$ cat src/rtl/mtt_pkg.sv
package mtt_pkg;
  typedef enum logic [2:0] {
    OP_NOP    = 3'd0,
    OP_ALLOC  = 3'd1,
    OP_UPDATE = 3'd2,
    OP_INC    = 3'd3,
    OP_DEC    = 3'd4,
    OP_FILL   = 3'd5,
    OP_WBACK  = 3'd6
  } mtt_op_e;

  typedef enum logic [1:0] {
    RK_READ   = 2'd0,
    RK_ATOMIC = 2'd1,
    RK_WRITE  = 2'd2,
    RK_WRITE2 = 2'd3
  } mtt_kind_e;
endpackage

$ cat src/rtl/mtt_rst_sync.sv
module mtt_rst_sync (
  input  logic clk,
  input  logic rst_n,
  output logic rst_sn
);
  logic s1_q, s2_q;

  always_ff @(posedge clk or negedge rst_n) begin
    if (!rst_n) begin
      s1_q <= 1'b0;
      s2_q <= 1'b0;
    end else begin
      s1_q <= 1'b1;
      s2_q <= s1_q;
    end
  end

  assign rst_sn = s2_q;
endmodule

$ cat src/rtl/mtt_prio.sv
// Lowest-index-first selector over a request vector.
module mtt_prio #(
  parameter int N  = 4,
  parameter int IW = 2
) (
  input  logic [N-1:0]  req,
  output logic          any,
  output logic [IW-1:0] idx
);
  always_comb begin
    idx = '0;
    for (int i = N - 1; i >= 0; i--) begin
      if (req[i]) idx = IW'(i);
    end
  end

  assign any = |req;
endmodule

$ cat src/rtl/mtt_match.sv
// Fully associative compare of one key against all slot tags.
module mtt_match #(
  parameter int N  = 4,
  parameter int AW = 16,
  parameter int IW = 2
) (
  input  logic [N-1:0]         vld,
  input  logic [N-1:0][AW-1:0] tags,
  input  logic [AW-1:0]        key,
  output logic [N-1:0]         hit_oh,
  output logic                 hit,
  output logic [IW-1:0]        idx
);
  for (genvar g = 0; g < N; g++) begin : g_cmp
    assign hit_oh[g] = vld[g] && (tags[g] == key);
  end

  always_comb begin
    idx = '0;
    for (int i = 0; i < N; i++) begin
      if (hit_oh[i]) idx = idx | IW'(i);
    end
  end

  assign hit = |hit_oh;
endmodule

$ cat src/rtl/mtt_entry.sv
// One tracking slot: tag, transient state, requesters, atomic counter.
module mtt_entry #(
  parameter int AW    = 16,
  parameter int NR    = 4,
  parameter int CNT_W = 4,
  parameter int ST_W  = 3
) (
  input  logic             clk,
  input  logic             rst_sn,
  input  logic             alloc_i,
  input  logic [AW-1:0]    addr_i,
  input  logic [ST_W-1:0]  state_i,
  input  logic             dirty_i,
  input  logic             upd_i,
  input  logic             join_i,
  input  logic [NR-1:0]    join_mask_i,
  input  logic             inc_i,
  input  logic             dec_i,
  input  logic             free_i,
  input  logic             tclr_i,
  output logic             vld_o,
  output logic [AW-1:0]    addr_o,
  output logic [ST_W-1:0]  state_o,
  output logic             dirty_o,
  output logic [NR-1:0]    reqs_o,
  output logic [CNT_W-1:0] cnt_o,
  output logic             pend_o
);
  localparam logic [CNT_W-1:0] CNT_MAX = {CNT_W{1'b1}};

  logic             vld_q, vld_d;
  logic [AW-1:0]    addr_q, addr_d;
  logic [ST_W-1:0]  st_q, st_d;
  logic             dirty_q, dirty_d;
  logic [NR-1:0]    reqs_q, reqs_d;
  logic [CNT_W-1:0] cnt_q, cnt_d;
  logic             pend_q, pend_d;
  logic             en;

  assign en = alloc_i | upd_i | join_i | inc_i | dec_i | free_i | tclr_i;

  always_comb begin
    vld_d   = vld_q;
    addr_d  = addr_q;
    st_d    = st_q;
    dirty_d = dirty_q;
    reqs_d  = reqs_q;
    cnt_d   = cnt_q;
    pend_d  = pend_q;
    if (alloc_i) begin
      vld_d   = 1'b1;
      addr_d  = addr_i;
      st_d    = state_i;
      dirty_d = dirty_i;
      reqs_d  = '0;
      cnt_d   = '0;
      pend_d  = 1'b0;
    end
    if (join_i) reqs_d = reqs_d | join_mask_i;
    if (upd_i) begin
      st_d    = state_i;
      dirty_d = dirty_i;
    end
    if (inc_i && (cnt_q != CNT_MAX)) cnt_d = cnt_q + 1'b1;
    if (dec_i && (cnt_q != '0)) begin
      cnt_d = cnt_q - 1'b1;
      if (cnt_q == CNT_W'(1)) pend_d = 1'b1;
    end
    if (tclr_i) pend_d = 1'b0;
    if (free_i) begin
      vld_d  = 1'b0;
      reqs_d = '0;
      cnt_d  = '0;
      pend_d = 1'b0;
    end
  end

  always_ff @(posedge clk or negedge rst_sn) begin
    if (!rst_sn) begin
      vld_q   <= 1'b0;
      addr_q  <= '0;
      st_q    <= '0;
      dirty_q <= 1'b0;
      reqs_q  <= '0;
      cnt_q   <= '0;
      pend_q  <= 1'b0;
    end else if (en) begin
      vld_q   <= vld_d;
      addr_q  <= addr_d;
      st_q    <= st_d;
      dirty_q <= dirty_d;
      reqs_q  <= reqs_d;
      cnt_q   <= cnt_d;
      pend_q  <= pend_d;
    end
  end

  assign vld_o   = vld_q;
  assign addr_o  = addr_q;
  assign state_o = st_q;
  assign dirty_o = dirty_q;
  assign reqs_o  = reqs_q;
  assign cnt_o   = cnt_q;
  assign pend_o  = pend_q;
endmodule

$ cat src/rtl/mtt_table.sv
module mtt_table
  import mtt_pkg::*;
#(
  parameter int N_ENT  = 4,
  parameter int N_REQ  = 4,
  parameter int ADDR_W = 16,
  parameter int CNT_W  = 4,
  parameter int ST_W   = 3,
  localparam int IW    = $clog2(N_ENT),
  localparam int RW    = $clog2(N_REQ)
) (
  input  logic              clk,
  input  logic              rst_n,
  input  logic              cmd_valid,
  input  logic [2:0]        cmd_op,
  input  logic [1:0]        cmd_kind,
  input  logic [ADDR_W-1:0] cmd_addr,
  input  logic [RW-1:0]     cmd_req,
  input  logic [ST_W-1:0]   cmd_state,
  input  logic              cmd_dirty,
  input  logic              trig_pop,
  input  logic [ADDR_W-1:0] lk_addr,
  input  logic [ST_W-1:0]   lk_tag_state,
  output logic              full,
  output logic              rsp_down_rd,
  output logic [N_REQ-1:0]  rsp_fanout,
  output logic              rsp_err,
  output logic              evt_inv,
  output logic              trig_valid,
  output logic [ADDR_W-1:0] trig_addr,
  output logic              lk_hit,
  output logic [ST_W-1:0]   lk_state,
  output logic              lk_dirty,
  output logic [N_REQ-1:0]  lk_reqs,
  output logic [CNT_W-1:0]  lk_cnt
);
  localparam logic [CNT_W-1:0] CNT_MAX = {CNT_W{1'b1}};

  logic rst_sn;
  mtt_rst_sync u_rst (.clk(clk), .rst_n(rst_n), .rst_sn(rst_sn));

  // slot contents
  logic [N_ENT-1:0]              e_vld, e_dirty, e_pend;
  logic [N_ENT-1:0][ADDR_W-1:0]  e_addr;
  logic [N_ENT-1:0][ST_W-1:0]    e_state;
  logic [N_ENT-1:0][N_REQ-1:0]   e_reqs;
  logic [N_ENT-1:0][CNT_W-1:0]   e_cnt;

  // command decode
  mtt_op_e   op;
  mtt_kind_e kind;
  logic is_alloc, is_upd, is_inc, is_dec, is_fill, is_wback;

  assign op       = mtt_op_e'(cmd_op);
  assign kind     = mtt_kind_e'(cmd_kind);
  assign is_alloc = cmd_valid && (op == OP_ALLOC);
  assign is_upd   = cmd_valid && (op == OP_UPDATE);
  assign is_inc   = cmd_valid && (op == OP_INC);
  assign is_dec   = cmd_valid && (op == OP_DEC);
  assign is_fill  = cmd_valid && (op == OP_FILL);
  assign is_wback = cmd_valid && (op == OP_WBACK);

  // command-side match and free slot
  logic [N_ENT-1:0] c_hit_oh;
  logic             c_hit;
  logic [IW-1:0]    c_idx;
  logic             free_any;
  logic [IW-1:0]    free_idx;

  mtt_match #(.N(N_ENT), .AW(ADDR_W), .IW(IW)) u_cmatch (
    .vld(e_vld), .tags(e_addr), .key(cmd_addr),
    .hit_oh(c_hit_oh), .hit(c_hit), .idx(c_idx)
  );

  mtt_prio #(.N(N_ENT), .IW(IW)) u_free (
    .req(~e_vld), .any(free_any), .idx(free_idx)
  );

  assign full = ~free_any;

  logic             alloc_new, tgt_ok, do_join;
  logic [IW-1:0]    tgt_idx;
  logic [N_REQ-1:0] join_mask, reqs_after;
  logic [CNT_W-1:0] c_cnt;

  assign alloc_new  = is_alloc && !c_hit && free_any;
  assign tgt_ok     = (is_alloc && c_hit) || alloc_new;
  assign tgt_idx    = c_hit ? c_idx : free_idx;
  assign do_join    = tgt_ok && ((kind == RK_READ) || (kind == RK_ATOMIC));
  assign join_mask  = N_REQ'(1) << cmd_req;
  assign reqs_after = (c_hit ? e_reqs[c_idx] : '0) | (do_join ? join_mask : '0);
  assign c_cnt      = e_cnt[c_idx];

  // trigger selection
  logic          t_any, pop_ok;
  logic [IW-1:0] t_idx;

  mtt_prio #(.N(N_ENT), .IW(IW)) u_trig (
    .req(e_pend), .any(t_any), .idx(t_idx)
  );

  assign pop_ok     = trig_pop && t_any;
  assign trig_valid = t_any;
  assign trig_addr  = e_addr[t_idx];

  // slots
  for (genvar g = 0; g < N_ENT; g++) begin : g_ent
    logic on_tgt, on_hit, on_pop;
    assign on_tgt = tgt_ok && (tgt_idx == IW'(g));
    assign on_hit = c_hit && (c_idx == IW'(g));
    assign on_pop = pop_ok && (t_idx == IW'(g));

    mtt_entry #(.AW(ADDR_W), .NR(N_REQ), .CNT_W(CNT_W), .ST_W(ST_W)) u_ent (
      .clk(clk),
      .rst_sn(rst_sn),
      .alloc_i(alloc_new && (free_idx == IW'(g))),
      .addr_i(cmd_addr),
      .state_i(cmd_state),
      .dirty_i(cmd_dirty),
      .upd_i(is_upd && on_hit),
      .join_i(do_join && on_tgt),
      .join_mask_i(join_mask),
      .inc_i(is_inc && on_hit),
      .dec_i(is_dec && on_hit),
      .free_i(((is_fill || is_wback) && on_hit) || (on_pop && (e_cnt[g] == '0))),
      .tclr_i(on_pop),
      .vld_o(e_vld[g]),
      .addr_o(e_addr[g]),
      .state_o(e_state[g]),
      .dirty_o(e_dirty[g]),
      .reqs_o(e_reqs[g]),
      .cnt_o(e_cnt[g]),
      .pend_o(e_pend[g])
    );
  end

  // registered responses
  logic             down_d, err_d, inv_d;
  logic [N_REQ-1:0] fan_d;

  always_comb begin
    down_d = is_alloc && (kind == RK_READ) && tgt_ok && ($countones(reqs_after) == 1);
    err_d  = c_hit && ((is_dec && (c_cnt == '0)) || (is_inc && (c_cnt == CNT_MAX)));
    fan_d  = (is_fill && c_hit) ? e_reqs[c_idx] : '0;
    inv_d  = pop_ok && (e_cnt[t_idx] == '0);
  end

  always_ff @(posedge clk or negedge rst_sn) begin
    if (!rst_sn) begin
      rsp_down_rd <= 1'b0;
      rsp_err     <= 1'b0;
      rsp_fanout  <= '0;
      evt_inv     <= 1'b0;
    end else begin
      rsp_down_rd <= down_d;
      rsp_err     <= err_d;
      rsp_fanout  <= fan_d;
      evt_inv     <= inv_d;
    end
  end

  // lookup port
  logic [N_ENT-1:0] l_hit_oh;
  logic [IW-1:0]    l_idx;

  mtt_match #(.N(N_ENT), .AW(ADDR_W), .IW(IW)) u_lmatch (
    .vld(e_vld), .tags(e_addr), .key(lk_addr),
    .hit_oh(l_hit_oh), .hit(lk_hit), .idx(l_idx)
  );

  assign lk_state = lk_hit ? e_state[l_idx] : lk_tag_state;
  assign lk_dirty = lk_hit && e_dirty[l_idx];
  assign lk_reqs  = lk_hit ? e_reqs[l_idx] : '0;
  assign lk_cnt   = lk_hit ? e_cnt[l_idx] : '0;
endmodule

$ cat config.mk
export PLATFORM = sky130hd
export DESIGN_NAME = mtt_table
export DESIGN_NICKNAME = d
export VERILOG_FILES = /design/src/rtl/mtt_pkg.sv /design/src/rtl/mtt_rst_sync.sv /design/src/rtl/mtt_prio.sv /design/src/rtl/mtt_match.sv /design/src/rtl/mtt_entry.sv /design/src/rtl/mtt_table.sv
export SDC_FILE = /design/constraint.sdc
export NUM_CORES = 1
export LEC_CHECK = 0
export CORE_MARGIN = 8
export CORE_UTILIZATION = 25
export CTS_CLUSTER_DIAMETER = 150
export CTS_CLUSTER_SIZE = 20
export DETAILED_ROUTE_END_ITERATION = 10
export DONT_BUFFER_PORTS = 1
export GPL_TIMING_DRIVEN = 0
export PLACE_DENSITY = 0.35
export SETUP_SLACK_MARGIN = 0.5
export SYNTH_ARGS = -nofsm -noshare
export SYNTH_HDL_FRONTEND = slang
export SYNTH_HIERARCHICAL = 1
export SYNTH_SLANG_ARGS = --single-unit
$ cat constraint.sdc
create_clock -name clk -period 4.4 [get_ports clk]
set_input_delay 0.88 -clock clk [delete_from_list [all_inputs] [get_ports clk]]
set_output_delay 0.88 -clock clk [all_outputs]
set_load 0.01 [all_outputs]
* Word level (Yosys, flattened, before mapping)
Cells that the tools add are included.
Operators by class: add/sub/neg operators 11, shift-type cells 1, muxes and demuxes 109, bitwise logic cells 31, reductions and logical operators 132, eq/ne operators 37, $lt $le $gt $ge 3
Operators with widths (number):
- $mux W4 | 38
- $eq A16 B16 Y1 | 8
- $logic_and A1 B1 Y1 | 76
- $bmux W4 S2 | 5
- $mux W1 | 39
- $bmux W16 S2 | 1
- $reduce_and A2 Y1 | 16
- $reduce_bool A4 Y1 | 8
- $mux W3 | 10
- $mux W2 | 13
- $logic_not A4 Y1 | 6
- $or A1 B1 Y1 | 24
- $or A4 B4 Y4 | 5
- $add A4 B1 Y4 const B | 4
- $eq A2 B2 Y1 const B | 8
- $eq A4 B1 Y1 const B | 4
- $mux W16 | 1
- $ne A4 B4 Y1 const B | 4
- $reduce_bool A2 Y1 | 8
- $reduce_or A4 Y1 | 4
- $sub A4 B1 Y4 const B | 4
- $eq A2 B1 Y1 const B | 5
- $logic_not A2 Y1 | 5
- $eq A3 B3 Y1 const B | 3
- 13 further kinds | 25
Storage, ports and cells: input bits 50, logic and storage cells 358, output and inout bits 38, register bits after elaboration 129

* Longest topological paths before layout
Gate-level depths: netlist (run 1).
depth in word-level cells 15, gate-level depth with buffers 14, gate-level depth less buffers 13

* By module
Netlist (run 1), hierarchy kept.
Modules (own cells, without submodules):
- mtt_entry | cells each 104, area each 1366.3 µm², times used 4
- mtt_table | cells each 159, area each 1692.9 µm², times used 1
- mtt_match | cells each 97, area each 799.5 µm², times used 2
- mtt_prio | cells each 7, area each 35.0 µm², times used 2
- mtt_rst_sync | cells each 3, area each 53.8 µm², times used 1

* Least setup slack after synthesis (run 1)
OpenSTA, ideal clock, no wires.
kind input-to-reg, start input cmd_addr[1], end register rsp_down_rd, setup slack 332 ps, buffers on the path 2, arrival 3967 ps, stages 14, cell sequence clkbuf_2 -> xnor2_1 -> nand4_4 -> nor4_4 -> or2_1 -> buf_6 -> mux4_1 -> nand2_1 -> o21ai_0 -> fa_1 -> ha_1 -> ha_1 -> nand2b_1 -> nor4_1
Between the ends: elaborated cells between the ends (all ways) 29, those cells by class add/sub: 3; eq/ne: 5; mux: 7; bitwise: 1; reduce/logical: 13
RTL lines:
- from (decl) | line mtt_table.sv:17 | input logic [ADDR_W-1:0] cmd_addr,
- $eq A16 B16 Y1 * | line mtt_match.sv:15 | assign hit_oh[g] = vld[g] && (tags[g] == key);
- $logic_and A1 B1 Y1 * | line mtt_match.sv:15
- named net c_hit_oh[3] | line mtt_table.sv:64 | logic [N_ENT-1:0] c_hit_oh;
- $mux W2 * | line mtt_match.sv:21 | if (hit_oh[i]) idx = idx | IW'(i);
- named net c_idx[0] | line mtt_table.sv:66 | logic [IW-1:0] c_idx;
- $bmux W4 S2 * | line mtt_table.sv:91 | assign reqs_after = (c_hit ? e_reqs[c_idx] : '0) | (do_join ? join_mask : '0);
- $mux W4 (implied by the code) * | line mtt_table.sv:91
- $mux W4 * | line mtt_table.sv:91
- $or A4 B4 Y4 * | line mtt_table.sv:91
- $add A1 B1 Y2 (implied by the code) | line mtt_table.sv:142 | down_d = is_alloc && (kind == RK_READ) && tgt_ok && ($countones(reqs_after) == 1);
- $add A2 B2 Y3 (implied by the code) * | line mtt_table.sv:142
- $eq A3 B1 Y1 * | line mtt_table.sv:142
- $logic_and A1 B1 Y1 * | line mtt_table.sv:142
- named net down_d | line mtt_table.sv:138 | logic down_d, err_d, inv_d;
- to (signal assigned) | line mtt_table.sv:155 | rsp_down_rd <= down_d;
- to (decl) | line mtt_table.sv:25 | output logic rsp_down_rd,
Mark *: on every way through the listed nets, which the timed path passes. The rest lies on a longest branch. The select of a mux whose other input is x is not followed. A chain may end at the register's enable or synchronous reset.

* Final worst setup path (run 1)
start input lk_addr[11], end output lk_state[2]
Between the ends: elaborated cells between the ends (all ways) 15, those cells by class eq/ne: 4; mux: 6; reduce/logical: 5
RTL lines:
- from (decl) | line mtt_table.sv:22 | input logic [ADDR_W-1:0] lk_addr,
- $eq A16 B16 Y1 | line mtt_match.sv:15
- $logic_and A1 B1 Y1 | line mtt_match.sv:15
- named net l_hit_oh[3] | line mtt_table.sv:163 | logic [N_ENT-1:0] l_hit_oh;
- $mux W2 | line mtt_match.sv:21
- named net l_idx[0] | line mtt_table.sv:164 | logic [IW-1:0] l_idx;
- $bmux W3 S2 | line mtt_table.sv:171 | assign lk_state = lk_hit ? e_state[l_idx] : lk_tag_state;
- $mux W3 (implied by the code) | line mtt_table.sv:171
- $mux W3 | line mtt_table.sv:171
- to (decl) | line mtt_table.sv:32 | output logic [ST_W-1:0] lk_state,
The timed path passes the listed nets, and every way through them passes these cells. The select of a mux whose other input is x is not followed.

==> flow_summary.json, run 1 <==
{
  "status": "completed",
  "synth-compound-area-share": 0.0676,
  "num_antenna_cells": 0,
  "layout.nets": 902,
  "cts_sinks": 129,
  "timing.hold.ws_ps": 139,
  "preCtsSetupSlack_ps": -245,
  "avgRoutedWirePerCell_um": 23.3,
  "crit_required_ps": 3520,
  "ys_top_cells_by_area": "dfrtp_1 (36%), mux2_2 (11%), xnor2_1 (9.5%)",
  "regToRegSetupSlack_ps": 610,
  "drv_cap": 0,
  "track_usage": 0.149,
  "synth_top_flop_cell": "dfrtp_1",
  "post-route-util": 0.300,
  "netlist.area_leader.share": 0.363,
  "leakage_nw": 4.20,
  "synth_cells": 786,
  "syn-cell-area_mm2": 0.00888,
  "seq_area_mm2": 0.00323,
  "drt_iter0_drc": 389,
  "cts_made_buffers": 17,
  "synth_edf_count": 0,
  "synth_cell_types": 56,
  "setup_ws_ps": 483,
  "insertion_delay_ps": 440,
  "rows": 69,
  "gp_congestion": 0.799,
  "fin_skew_ps": 10.4,
  "cts_tree": "yes",
  "syn-num-nets": 851,
  "critPathSlowestCell": "mux4_2",
  "setup_tns_ps": 0,
  "multi_input_area_mm2": 0.00545,
  "cpPeakStageDelay_ps": 530,
  "die-height_um": 204,
  "synth_fa_ha_area_frac": 0.0220,
  "rsz0062_at_grt": "yes",
  "wirelength_um": 30500,
  "layout-drive-gt1-share": 0.339,
  "place.port_buffers": 0,
  "hold_class": "in -> async",
  "grt_overflow": 0,
  "vias": 6435,
  "p_total_mw": 5.63,
  "crit_buf_inv": 1,
  "post-route-period-util": 0.890,
  "fin_area_mm2": 0.0106,
  "placed_cell_area_mm2": 0.00954,
  "yosys.area_share.simple": 0.164,
  "start_kind": "input port",
  "r2r_cells": 21,
  "first_pass_iters": 7,
  "ant_nets": 0,
  "min_period_ps": 3920,
  "powerDensity_mw_per_mm2": 531,
  "core_area_mm2": 0.0353,
  "synth_top_family_by_area": "multiplexers",
  "synth-warning-count": 6,
  "arrival_ps": 3040,
  "grt_max_degree": 60,
  "yosysMostFrequentCell": "dfrtp_1",
  "vdd_ir_drop_max_mv": 0.281,
  "yosysSeqAreaShare": 0.363,
  "async_reset_ff_frac": 1.00,
  "grt_pass1_vias": 6767,
  "grt_pass1_wl_um": 45800,
  "place_inst": 1249,
  "max-slew-margin-rel": 0.309,
  "root_buffer": "clkbuf_16",
  "die_area_mm2": 0.0418,
  "die_w_um": 204,
  "initial_core_util": 0.252,
  "reg2reg_from": "g_ent[2].u_ent/addr_o[5]",
  "setup_violations": 0,
  "critPathTopFamily": "simple AND/OR/NAND/NOR gates",
  "tightest_slew_ps": 1040,
  "clk_pin_slew_ps": 60,
  "htreeDepth": 4,
  "hpwl_um": 22500,
  "fill_cells": 3646,
  "drc_errors": 0,
  "end_kind": "output port",
  "area_growth_pct": 19.5,
  "syn_avg_cell_area_um2": 11.3,
  "rr_endpoint": "rsp_fanout[0]",
  "hold_violations": 0,
  "clk_path_buf_depth": 2,
  "io-pin-count": 88,
  "slew_violations": 0,
  "crit_fanout": 4,
  "yosys.area.top_type": "dfrtp_1",
  "muxShareOfSynthArea": 0.207,
  "antenna_found_initial": 0,
  "synthXorXnorAreaFrac": 0.131,
  "max_freq_ghz": 0.255,
  "crit_chain": "xor2_1 -> nor4_2 -> nand4_1 -> nor4_4 -> or2_4 -> buf_4 -> mux4_2 -> mux2_4",
  "ys_top_cells_by_count": "dfrtp_1 (129), xnor2_1 (96), mux2_2 (83)",
  "ys_ff_latch": 129,
  "fin_cells": 1311,
  "viasPerCell": 4.91,
  "critPathKind": "in -> out"
}
==> final cells by class <==
type                    instances  share of cell area
plain buffers                  42              0.0289
clock buffers                  19              0.0427
clock inverters                13              0.0151
inverters                      34              0.0120
multi-input cells             581               0.513
flip-flops and latches        129               0.305
well taps                     461              0.0544
repair buffers                 32              0.0288
==> per-layer routing <==
metal,vias up,routed length (um),track usage
li1,2981,-,-
met1,3304,14000,0.198
met2,131,14400,0.236
met3,19,1740,0.0388
met4,0,381,0.0424
met5,-,0,0
==> kinds of logic (layout without fill, tap and decap cells) <==
kind of cell / after synthesis / count (layout)
buffers and inverters: 76 / 140
AO/OA/AOI/OAI: 80 / 80
flip-flops: 129 / 129
AND/OR/NAND/NOR: 228 / 228
adder cells (fa/ha/maj): 15 / 15
XOR/XNOR: 133 / 133
multiplexers: 124 / 124
other: 1 / 1
==> what timing repair did <==
item	4_1_cts	5_1_grt
resized for setup	36	29
hold buffers	0	0
pin swaps	11	12
setup endpoints to repair	44	51
setup buffers	21	9
==> placed cells by master, fill, tap and decap left out, drive strengths merged, types with 5 or more instances in the layout <==
cell type	count
nand3	7
a21oi	18
nand4	29
ha	14
nand4b	5
xnor2	96
inv	35
nor2	69
or3	6
xor2	37
a22oi	16
nor3	18
clkinvlp	5
a211oi	8
clkbuf	44
nor4	25
nand2b	6
mux2	83
nand3b	8
buf	49
mux4	37
or4	7
dfrtp	129
nand2	24
and2	9
==> where the power goes <==
part           total, mW  leakage [nW]  switching, mW  internal [mW]
Combinational       1.92          2.24          0.895           1.03
Clock               1.53         0.287          0.610          0.920
Sequential          2.18          1.68          0.584           1.60
==> worst max path at each step <==
stage | from | endpoint | slack [ps] | cells past startpoint
2_1_floorplan | cmd_addr[1] | rsp_down_rd | 440 | 14
3_3_place_gp | u_rst/rst_sn | g_ent[0].u_ent/cnt_o[1] | -1850 | 0
3_5_place_dp | cmd_addr[14] | rsp_down_rd | -250 | 14
4_1_cts | lk_addr[11] | lk_state[0] | 430 | 8
5_1_grt | g_ent[3].u_ent/addr_o[11] | lk_state[2] | 350 | 8
6_report | lk_addr[11] | lk_state[2] | 480 | 8
==> registers in the layout, summed over array words and instances, names as in the netlist <==
| register | cells |
|---|---|
| g_ent.u_ent/vld_o | 4 |
| evt_inv | 1 |
| g_ent.u_ent/dirty_o | 4 |
| g_ent.u_ent/reqs_o | 16 |
| u_rst/rst_sn | 1 |
| rsp_down_rd | 1 |
| u_rst/s1_q | 1 |
| g_ent.u_ent/state_o | 12 |
| g_ent.u_ent/addr_o | 64 |
| rsp_fanout | 4 |
| rsp_err | 1 |
| g_ent.u_ent/pend_o | 4 |
| g_ent.u_ent/cnt_o | 16 |
Note: power is estimated with default switching activity, not from simulation.
==> run 2, diff against run 1 <==
SETUP_SLACK_MARGIN = unset   (was 0.5)
==> flow_summary.json, run 2 (synthesized netlist as in run 1, its figures left out) <==
{
  "status": "completed",
  "crit_buf_inv": 1,
  "viasPerCell": 4.93,
  "largest_reg_flops": 64,
  "ctsHoldBuffers": 0,
  "io-pin-count": 88,
  "cts_sinks": 129,
  "crit_required_ps": 3520,
  "end_kind": "output port",
  "htreeDepth": 4,
  "drc_errors": 0,
  "setup_ws_ps": 202,
  "leakage_nw": 3.95,
  "slew_violations": 0,
  "cpPeakStageDelay_ps": 530,
  "cts_setup_buffers": 0,
  "insertion_delay_ps": 450,
  "start_kind": "register",
  "hpwl_um": 22500,
  "hold_violations": 0,
  "crit_chain": "xor2_1 -> nor4_1 -> nand4_1 -> nor4_4 -> or2_1 -> buf_6 -> mux4_2 -> mux2_2",
  "hold_class": "in -> async",
  "vias": 6318,
  "antenna_found_initial": 0,
  "cts_resized": 2,
  "track_usage": 0.147,
  "max_freq_ghz": 0.238,
  "grt_pass1_wl_um": 45200,
  "avgRoutedWirePerCell_um": 23.5,
  "root_buffer": "clkbuf_16",
  "fin_cells": 1281,
  "layout_common_cells": "dfrtp_1 (128), xnor2_1 (96), mux2_2 (83), nor2_1 (69), xor2_1 (37)",
  "final_common_cell": "dfrtp_1",
  "rows": 69,
  "layout-drive-gt1-share": 0.256,
  "die-height_um": 204,
  "place_inst": 1249,
  "core_area_mm2": 0.0353,
  "p_total_mw": 5.44,
  "die_w_um": 204,
  "num_antenna_cells": 0,
  "fin_skew_ps": 21.6,
  "gp_congestion": 0.762,
  "critPathKind": "reg -> out",
  "tightest_slew_ps": 1110,
  "grt_overflow": 0,
  "critPathTopFamily": "simple AND/OR/NAND/NOR gates",
  "critPathSlowestCell": "mux4_2",
  "ant_nets": 0,
  "drt_iter0_drc": 451,
  "vdd_ir_drop_max_mv": 0.316,
  "die_area_mm2": 0.0418,
  "place.port_buffers": 0,
  "min_period_ps": 4200,
  "max-slew-margin-rel": 0.262,
  "arrival_ps": 3320,
  "grt_max_degree": 52,
  "grt_pass1_vias": 6593,
  "wirelength_um": 30100,
  "cts_tree": "yes",
  "preCtsSetupSlack_ps": -319,
  "clk_pin_slew_ps": 60,
  "rsz0062_at_grt": "no",
  "cts_made_buffers": 17,
  "area_growth_pct": 13.8,
  "initial_core_util": 0.252,
  "drv_cap": 0,
  "setup_violations": 0,
  "post-route-period-util": 0.954,
  "layout.nets": 872,
  "first_pass_iters": 5,
  "powerDensity_mw_per_mm2": 539,
  "post-route-util": 0.286,
  "crit_fanout": 10,
  "setup_tns_ps": 0,
  "clk_path_buf_depth": 2
}
## run 2: changes by cell type in the layout (fill, tap and decap cells not counted), moves of 4 or more
cell	before	now
buf_4	28	0
and2_1	0	9
and2_4	9	0
nor4_1	10	17
nor4_2	11	6
xnor2_1	91	96
xnor2_2	5	0
nor2_1	65	69
nor2_2	4	0
## run 2: final cells by class
| type | instances | area, um2 |
|---|---|---|
| clock buffers | 18 | 439 |
| multi-input cells | 581 | 5260 |
| fillers | 3653 | 25200 |
| clock inverters | 14 | 140 |
| repair buffers | 2 | 55.1 |
| inverters | 34 | 128 |
| well taps | 461 | 577 |
| plain buffers | 42 | 277 |
| flip-flops and latches | 129 | 3230 |
## run 2: per-stage QoR
step,hold WS [ps],area [um2]
floorplan,331,8880
global placement,340,9460
detailed placement,335,9520
CTS,102,10100
global route,102,10100
finish,135,10100
## run 2: path summary, 6_finish.rpt
check	slack (ps)	endpoint	start	cells after the start
min in group clk	350	u_rst/rst_sn	u_rst/s1_q	0
setup / recovery	200	lk_state[0]	g_ent[3].u_ent/addr_o[2]	8
hold reg to reg	330	g_ent[1].u_ent/addr_o[1]	u_rst/rst_sn	0
setup reg to reg	340	rsp_down_rd	g_ent[1].u_ent/addr_o[10]	14
max in group asynchronous	3390	g_ent[0].u_ent/reqs_o[3]	u_rst/rst_sn	1
hold / removal	140	u_rst/rst_sn	rst_n	0
## run 2: where the power goes
group / internal, mW / switching (mW)
Combinational: 0.982 / 0.848
Sequential: 1.60 / 0.581
Clock: 0.844 / 0.593
## run 2: layer usage
metal	GRT usage	up-vias	routed length (um)
li1	-	2925	-
met1	0.194	3244	14000
met2	0.234	127	14100
met3	0.0442	22	1660
met4	0.0373	0	346
met5	0	-	0
